## config.mk

```make
export PLATFORM = sky130hd
export DESIGN_NAME = pfwp_sequencer
export DESIGN_NICKNAME = d
export VERILOG_FILES = /design/src/rtl/pfwp_pkg.sv /design/src/rtl/pfwp_sync.sv /design/src/rtl/pfwp_tick_timer.sv /design/src/rtl/pfwp_sequencer.sv
export SDC_FILE = /design/constraint.sdc
export NUM_CORES = 1
export LEC_CHECK = 0
export BUFFER_PORTS_ARGS = -buffer_cell sky130_fd_sc_hd__buf_2
export CAP_MARGIN = 20
export CORE_AREA = 2 2 70 72
export DETAILED_ROUTE_END_ITERATION = 8
export DIE_AREA = 0 0 72 74
export HOLD_SLACK_MARGIN = 0.08
export PLACE_DENSITY_LB_ADDON = 0.08
export SYNTH_ARGS = -nofsm -noshare
export SYNTH_HDL_FRONTEND = slang
export SYNTH_SLANG_ARGS = --single-unit
```

## constraint.sdc

```tcl
create_clock -name clk -period 2.3 [get_ports clk]
set_clock_uncertainty 0.15 [all_clocks]
set_input_delay 0.115 -clock clk [delete_from_list [all_inputs] [get_ports clk]]
set_output_delay 0.115 -clock clk [all_outputs]
set_load 0.005 [all_outputs]
```

## src/rtl/pfwp_pkg.sv

```systemverilog
package pfwp_pkg;
  typedef enum logic [2:0] {
    PF_NORMAL  = 3'd0,
    PF_DRAIN   = 3'd1,
    PF_PROTECT = 3'd2,
    PF_BATTERY = 3'd3,
    PF_RECOVER = 3'd4
  } pf_state_e;
endpackage

```

## src/rtl/pfwp_sync.sv

```systemverilog
module pfwp_sync #(
  parameter int WIDTH = 2,
  parameter int STAGES = 2
) (
  input  logic             clk,
  input  logic             rst,
  input  logic [WIDTH-1:0] d,
  output logic [WIDTH-1:0] q
);
  logic [WIDTH-1:0] stg [STAGES];

  always_ff @(posedge clk) begin
    if (rst) stg[0] <= '0;
    else     stg[0] <= d;
  end

  for (genvar i = 1; i < STAGES; i++) begin : g_stage
    always_ff @(posedge clk) begin
      if (rst) stg[i] <= '0;
      else     stg[i] <= stg[i-1];
    end
  end

  assign q = stg[STAGES-1];

  AST_SYNC_CHAIN: assert property (@(posedge clk) disable iff (rst)
    !$stable(q) |-> (q == $past(stg[STAGES-2])));
endmodule

```

## src/rtl/pfwp_tick_timer.sv

```systemverilog
module pfwp_tick_timer #(
  parameter int CW = 8,
  parameter logic [CW-1:0] RST_VAL = '0
) (
  input  logic          clk,
  input  logic          rst,
  input  logic          load,
  input  logic [CW-1:0] load_val,
  output logic          done
);
  logic [CW-1:0] cnt;

  always_ff @(posedge clk) begin
    if (rst)              cnt <= RST_VAL;
    else if (load)        cnt <= load_val;
    else if (cnt != '0)   cnt <= cnt - 1'b1;
  end

  assign done = (cnt == '0);

  AST_TMR_NO_WRAP: assert property (@(posedge clk) disable iff (rst)
    (!load && cnt == '0) |=> (cnt == '0));
endmodule

```

## src/rtl/pfwp_sequencer.sv

```systemverilog
module pfwp_sequencer #(
  parameter int WP_TICKS = 15000,
  parameter int REC_TICKS = 4000000,
  parameter int SYNC_STAGES = 2
) (
  input  logic       clk,
  input  logic       rst,
  input  logic       vlow_i,
  input  logic       vbat_i,
  input  logic       host_ce_n_i,
  input  logic       host_we_n_i,
  output logic       mem_ce_n_o,
  output logic       wr_inhibit_o,
  output logic       bus_hiz_o,
  output logic       bat_sel_o,
  output logic [2:0] state_o,
  output logic       forced_o
);
  import pfwp_pkg::*;

  localparam int MAXT = (WP_TICKS > REC_TICKS) ? WP_TICKS : REC_TICKS;
  localparam int CW = $clog2(MAXT + 1);
  localparam logic [CW-1:0] WP_LOAD = CW'(WP_TICKS - 1);
  localparam logic [CW-1:0] REC_LOAD = CW'(REC_TICKS - 1);

  logic [1:0] flags_s;
  logic       vlow_s, vbat_s;
  pf_state_e  state_q, state_d;
  logic       cut_d, forced_q;
  logic       tmr_load, tmr_done;
  logic [CW-1:0] tmr_val;
  logic       grant;

  pfwp_sync #(.WIDTH(2), .STAGES(SYNC_STAGES)) u_sync (
    .clk(clk), .rst(rst), .d({vbat_i, vlow_i}), .q(flags_s)
  );
  assign vlow_s = flags_s[0];
  assign vbat_s = flags_s[1];

  pfwp_tick_timer #(.CW(CW), .RST_VAL(REC_LOAD)) u_tmr (
    .clk(clk), .rst(rst), .load(tmr_load), .load_val(tmr_val), .done(tmr_done)
  );

  always_comb begin
    state_d = state_q;
    cut_d   = 1'b0;
    unique case (state_q)
      PF_NORMAL: begin
        if (vbat_s)            state_d = PF_BATTERY;
        else if (vlow_s)       state_d = host_ce_n_i ? PF_PROTECT : PF_DRAIN;
      end
      PF_DRAIN: begin
        if (host_ce_n_i)       state_d = PF_PROTECT;
        else if (vbat_s) begin state_d = PF_BATTERY; cut_d = 1'b1; end
        else if (tmr_done) begin state_d = PF_PROTECT; cut_d = 1'b1; end
      end
      PF_PROTECT: begin
        if (vbat_s)            state_d = PF_BATTERY;
        else if (!vlow_s)      state_d = PF_RECOVER;
      end
      PF_BATTERY: begin
        if (!vbat_s)           state_d = PF_PROTECT;
      end
      PF_RECOVER: begin
        if (vbat_s)            state_d = PF_BATTERY;
        else if (vlow_s)       state_d = PF_PROTECT;
        else if (tmr_done)     state_d = PF_NORMAL;
      end
      default:                 state_d = PF_PROTECT;
    endcase
  end

  assign tmr_load = (state_d != state_q) &&
                    (state_d == PF_DRAIN || state_d == PF_RECOVER);
  assign tmr_val  = (state_d == PF_DRAIN) ? WP_LOAD : REC_LOAD;
  assign grant    = (state_d == PF_NORMAL || state_d == PF_DRAIN) && !host_ce_n_i;

  always_ff @(posedge clk) begin
    if (rst) begin
      state_q      <= PF_RECOVER;
      mem_ce_n_o   <= 1'b1;
      wr_inhibit_o <= 1'b1;
      bus_hiz_o    <= 1'b1;
      bat_sel_o    <= 1'b0;
      forced_q     <= 1'b0;
    end else begin
      state_q      <= state_d;
      mem_ce_n_o   <= !grant;
      wr_inhibit_o <= !(state_d == PF_NORMAL || state_d == PF_DRAIN);
      bus_hiz_o    <= !(grant && host_we_n_i);
      bat_sel_o    <= (state_d == PF_BATTERY);
      forced_q     <= forced_q | cut_d;
    end
  end

  assign state_o  = state_q;
  assign forced_o = forced_q;

  logic [CW:0] drain_run;
  always_ff @(posedge clk) begin
    if (rst)                      drain_run <= '0;
    else if (state_q == PF_DRAIN) drain_run <= drain_run + 1'b1;
    else                          drain_run <= '0;
  end

  AST_NEW_ACCESS_FROM_NORMAL: assert property (@(posedge clk) disable iff (rst)
    $fell(mem_ce_n_o) |-> ($past(state_q) == PF_NORMAL));
  AST_LOCKED_OUTPUTS: assert property (@(posedge clk) disable iff (rst)
    (state_q == PF_PROTECT || state_q == PF_BATTERY || state_q == PF_RECOVER)
      |-> (mem_ce_n_o && wr_inhibit_o && bus_hiz_o));
  AST_DRAIN_BOUNDED: assert property (@(posedge clk) disable iff (rst)
    drain_run <= (CW+1)'(WP_TICKS));
  AST_BAT_AFTER_FLAG: assert property (@(posedge clk) disable iff (rst)
    $rose(bat_sel_o) |-> $past(vbat_s));
  AST_FORCED_STICKY: assert property (@(posedge clk) disable iff (rst)
    $past(forced_q) |-> forced_q);
  AST_RECOVER_EXIT: assert property (@(posedge clk) disable iff (rst)
    (state_q == PF_NORMAL && $past(state_q) == PF_RECOVER) |-> $past(tmr_done));
  AST_STATE_LEGAL: assert property (@(posedge clk) disable iff (rst)
    state_q <= PF_RECOVER);
endmodule

```

### Yosys cells after proc, flatten, opt, wreduce, memory -nomap -nowiden

Memories as Yosys holds them, arrays and structs flattened.
Cells that the tools add are included.
Widths: inputs -> output; s select.

* multiplexer cells: 25
* bitwise logic cells: 3
* equal/unequal tests: 8
* magnitude comparators: 0
* $add $sub $neg: 1
* shift-type cells: 0
* multiply operators: 0
* div/mod/pow operators: 0
* reductions and logical operators: 14

Operator list (count)
* $mux 22: 3
* $mux 3: 11
* $logic_not 22->1: 1
* $reduce_bool 22->1: 1
* $sub 22x1->22 const B: 1
* $pmux 3 s5: 1
* $eq 3x2->1 const B: 3
* $mux 1: 7
* $eq 3x1->1 const B: 2
* $eq 3x3->1 const B: 2
* $logic_not 3->1: 2
* $mux 2: 3
* $logic_not 1->1: 4
* $logic_and 1x1->1: 3
* $ne 3x3->1: 1
* $or 1x1->1: 3
* $logic_or 1x1->1: 2
* $reduce_bool 2->1: 1

* bits in latches: 0
* register bits: 30
* output and inout bits: 8
* memory bits (read-only): 0
* RAM bits: 4
* word-level logic and storage cells: 59
* memories kept: 1

Memory list
* u_sync.stg: depth 2, bits a word 2, rd ports 2, clocked after memory_dff 0, wr ports 2, RTL line pfwp_sync.sv:10 `logic [WIDTH-1:0] stg [STAGES];`

### Depth between registers and ports, before layout

* depth after elaboration: 10
* depth in mapped cells: 10

### Cells and area by module

Synthesis repeated with hierarchy kept, for this count alone.

* cell total of the unflattened synthesis: 195
* area total of the unflattened synthesis: 1735.4 µm²

By module, submodules not included
* pfwp_tick_timer: sequential area each 440.4 µm², cells each 144, times used 1, area an instance 1275.0 µm²
* pfwp_sequencer: sequential area each 160.2 µm², cells each 43, times used 1, area an instance 355.3 µm²
* pfwp_sync: sequential area each 80.1 µm², cells each 8, times used 1, area an instance 105.1 µm²

### Worst setup path before layout

Ideal clock, no wire load.

* path type: reg-to-reg
* from: register u_tmr.cnt[6]
* to: register u_tmr.cnt[12]
* slack: -0.142 ns
* arrival time: 2.171 ns
* data required time: 2.029 ns
* library setup time: 0.121 ns
* buffers on the path: 1
* stages on the path, launching flop included: 8
* path through: dfxtp_1 or4_4 nor4_4 a2111oi_2 o22ai_2 a21o_1 buf_6 mux2_4

* word-level cells in the longest chain between the ends: 9
* elaborated cells on any way between the ends: 19
* those cells by class: add/sub: 1; eq/ne: 3; mux: 10; reduce/logical: 5

RTL lines
* start: declaration: RTL line pfwp_tick_timer.sv:11 `logic [CW-1:0] cnt;`
* start signal: assignment: RTL line pfwp_tick_timer.sv:15 `else if (load) cnt <= load_val;`
* start signal: assignment: RTL line pfwp_tick_timer.sv:16 `else if (cnt != '0) cnt <= cnt - 1'b1;`
* $logic_not 22->1: RTL line pfwp_tick_timer.sv:19 `assign done = (cnt == '0);`
* $mux 3, on equally long branches: RTL line pfwp_sequencer.sv:67, pfwp_sequencer.sv:55
* $mux 3, on equally long branches: RTL line pfwp_sequencer.sv:66, pfwp_sequencer.sv:54
* $mux 3, on equally long branches: RTL line pfwp_sequencer.sv:65, pfwp_sequencer.sv:53
* $pmux 3 s5: RTL line pfwp_sequencer.sv:47 `unique case (state_q)`
* $eq 3x1->1 / $eq 3x3->1 (equally long branches): RTL line pfwp_sequencer.sv:74, pfwp_sequencer.sv:75
* $logic_or 1x1->1: RTL line pfwp_sequencer.sv:74 `(state_d == PF_DRAIN || state_d == PF_RECOVER);`
* $logic_and 1x1->1: RTL line pfwp_sequencer.sv:73 `assign tmr_load = (state_d != state_q) &&`
* $mux 22 / $reduce_bool 2->1 (equally long branches)

Several ways; a longest one is shown, not always the timed one. The select of a mux whose other input is x is not followed.
A chain may end at the register's enable or synchronous reset.

### Worst setup path after layout

* from: register u_tmr.cnt[5]
* to: register u_tmr.cnt[12]

The elaborated chain is that of the path after synthesis.

==> results.md <==
- Sequential fraction of the synthesis area: 0.389
- Placer Congestion: ~0.8
- Synth Area in Simple Gates: 0.287
- Sw Share: 0.265
- Mux contribution to synthesized area: 0.0286
- Vias in the first global route: 1522
- Core Area: 4600 sq um
- R2R cell count: 7
- Synth Area in Compound Gates: 0.113
- Synthesized area: 1750 sq um
- Via Count: about 1600
- Logic pwr share: 0.230
- RR Endpoint: u_tmr.cnt[12]
- CTS Buf Count: 5
- Area Growth Syn to Fin: 34.2%
- Ys flop type: dfxtp_1
- Synth top area share: 0.389
- Pins Over Slew Limit: 0
- DR iter-0 viols: 71
- Row count: 25
- Critical Path RT: ~2300 ps
- Max Cap Viol: 0
- Critical Setup Path Class: register to register
- Hold depth: 1
- Setup violations, final: 20
- Clock latency on the worst-skew pair: 280 ps
- Total GRT Usage: 0.169
- Clk root buf: clkbuf_8
- Post-synthesis async set-or-reset flop share: 0
- Outcome: finished with violations
- Diodes inserted: 0
- Final total power: approximately 0.0016 W
- Total Wirelength: 4.29 mm
- Fin area: 2350 sq um
- Hold Crit Class: register to register
- Port bufs: 13
- Synth Area in Adders: 0.0207
- Unrepaired setup endpoints after global routing: true
- Die area: 5330 sq um
- Violated checks: negative setup slack
- Cell variety after synth: 48
- Area leader, netlist: dfxtp_1
- Post-DP HPWL: 3.10 mm
- Placed cell areas: 2050 sq um
- Hold Startpoint: u_sync.stg[0][0]
- Leak: 0.906 nW
- CP cell instances: or4_4 > nor4_4 > buf_4 > and2_4 > a2111o_1 > a21o_1 > mux2_4
- Slowest CP cell: or4_4
- Initial antenna violation count: 0
- RR Startpoint: u_tmr.cnt[5]
- Reg2Reg Setup Slack: -100 ps
- 1st-pass router iterations: 4
- Largest cells by area after synthesis: dfxtp_1 (39%), xnor2_1 (6.5%), nor3_1 (5.1%)
- Post-route ant nets: 0
- Total grt overflow: 0
- Peak supply drop: 0.000431 V
- Sink Count: 34
- Cell count after synthesis: about 190
- CTS clk-pin slew, worst paths: around 70 ps
- First-pass GRT wire length: 6.93 mm
- Initial Utilization: 0.381
- CTS tree: built
- CTS max path bufs: 2
- IO Pins: 14
- Drt drc: 0
- Worst-path maximum fanout: 4
- EDFF count, synth: 0
- Worst Tran Pin Value: 1000 ps
- Layout cells sized above 1: 0.347
- Hold EP: u_sync.stg[1][0]
- Drt via density: between 5 and 6
- Nets: 249
- Clk pwr share: 0.341
- Synth warnings: 0
- Avg WL per Cell: 14.5 um
- Max incr delay on CP: 550 ps
- Synthesized flop and latch total: 34
- Fmax: 0.417 GHz
- Die Height: approximately 74 um
- Largest net degree at the start of global routing: 18
- Minimum clock period: 2400 ps
- Final worst slack: -96.7 ps
- Final Hold Fails: 0
- H-tree Lvls: 2
- Largest family of logic cells by synthesized area: simple AND/OR/NAND/NOR gates
- Critical Path Start Type: register
- Internal Pwr Total: 0.00115 W
- CP Capture Type: register
- PD cells: 664 nW/um^2
- Syn_nets: 200
- CP startpoint: u_tmr.cnt[5]
- Xor/xnor cell area share of the yosys netlist: 0.110
- Die Span X: 72 um
- Sequential share of power: 0.430
- Part of the cycle the worst path needs: 1.04
- Avg Inst Size Synth: 9.12 sq um
- Slew headroom: 0.329
- Arrival time worst endpoint: 2420 ps
- Sw Pwr: 0.000414 W
==> layout by cell type, fill, tap and decap left out, types with 7 or more instances in the layout <==
cell type and count:
xnor2_1 13, dfxtp_1 31, nand2_1 8, xor2_1 9, nand3_1 7, dlygate4sd3_1 7
nor3_1 17, nor2_1 12, buf_2 13, buf_4 28
==> through the flow <==
step                      setup TNS [ps]  std cells  worst slack [ps]  utilization  hold slack [ps]
after floorplan                     -114        192             -56.9            -             52.3
after global placement              -429        278             -61.6        0.446              160
after detailed placement           -1230        278              -132        0.446              162
after CTS                          -1530        295              -125        0.494              289
after global routing               -2840        296              -181        0.511              318
final                               -996        296             -96.7        0.511              287
==> critical path, delay by kind of cell (launching register included) <==
family	cells	cell delay (ps)
AND/OR/NAND/NOR	3	930
AO/OA/AOI/OAI	2	390
flip-flops	1	320
multiplexers	1	310
buffers and inverters	1	180
==> power groups by stage <==
stage,sequential [W],combinational [W],clock (W)
finish,0.000670,0.000359,0.000532
CTS,0.000666,0.000326,0.000548
detailed placement,0.000679,0.000301,0
global route,0.000677,0.000387,0.000579
floorplan,0.000684,0.000190,0
global placement,0.000678,0.000293,0
==> state kept, by name, indices dropped and copies added, names as in the netlist <==
signal,count
u_tmr.cnt,22
bat_sel_o,1
mem_ce_n_o,1
u_sync.stg,4
state_o,3
wr_inhibit_o,1
forced_o,1
bus_hiz_o,1
==> metal layers <==
metal,part of all wire,routed length (um),GRT usage,vias to the layer above
met5,0,0,0,-
met4,0.014,59,0.0713,0
met3,0.030,130,0.0407,6
met2,0.49,2110,0.285,24
met1,0.46,1990,0.208,760
li1,-,-,-,778
==> synthesized netlist by cell type (4+ instances only) <==
cell type / number
nor3_1: 18
inv_1: 6
clkbuf_1: 4
xnor2_1: 13
o31ai_1: 6
dfxtp_1: 34
nor4_1: 6
nor2b_1: 4
xor2_1: 9
nand2_1: 8
nand2b_1: 5
nor2_1: 12
nand3_1: 7
or4_1: 6
==> kinds of logic after synthesis <==
family	Yosys count
AOI/OAI and AO/OA	26
xor gates and xnor gates	22
adders and majority gates	3
buffers and inverters	18
DFF	34
muxes	4
and+or+nand+nor	85
==> final cells by class <==
cell class,instances,area (sq um)
Tap cell,54,67.6
Inverter,7,26.3
Clock buffer,7,76.3
Timing Repair Buffer,53,402
Clock inverter,1,30.0
Sequential cell,34,684
Fill cell,438,2250
Multi-Input combinational cell,140,1060
==> what timing repair did <==
action                                 4_1_cts  5_1_grt
pin swaps                                    5        8
gates resized for setup                      6       21
buffers inserted                             2        1
setup endpoints to repair                   17       24
hold buffers                                 7        0
endpoints found under the hold margin        9        0
==> how the worst max path moves through the flow <==
stage / cells after the start / endpoint
detailed placement: 7 / u_tmr.cnt[9]
CTS: 8 / u_tmr.cnt[9]
finish: 7 / u_tmr.cnt[12]
global route: 7 / u_tmr.cnt[13]
global placement: 6 / u_tmr.cnt[12]
floorplan: 7 / u_tmr.cnt[12]
Note: power is estimated with default switching activity, not from simulation.
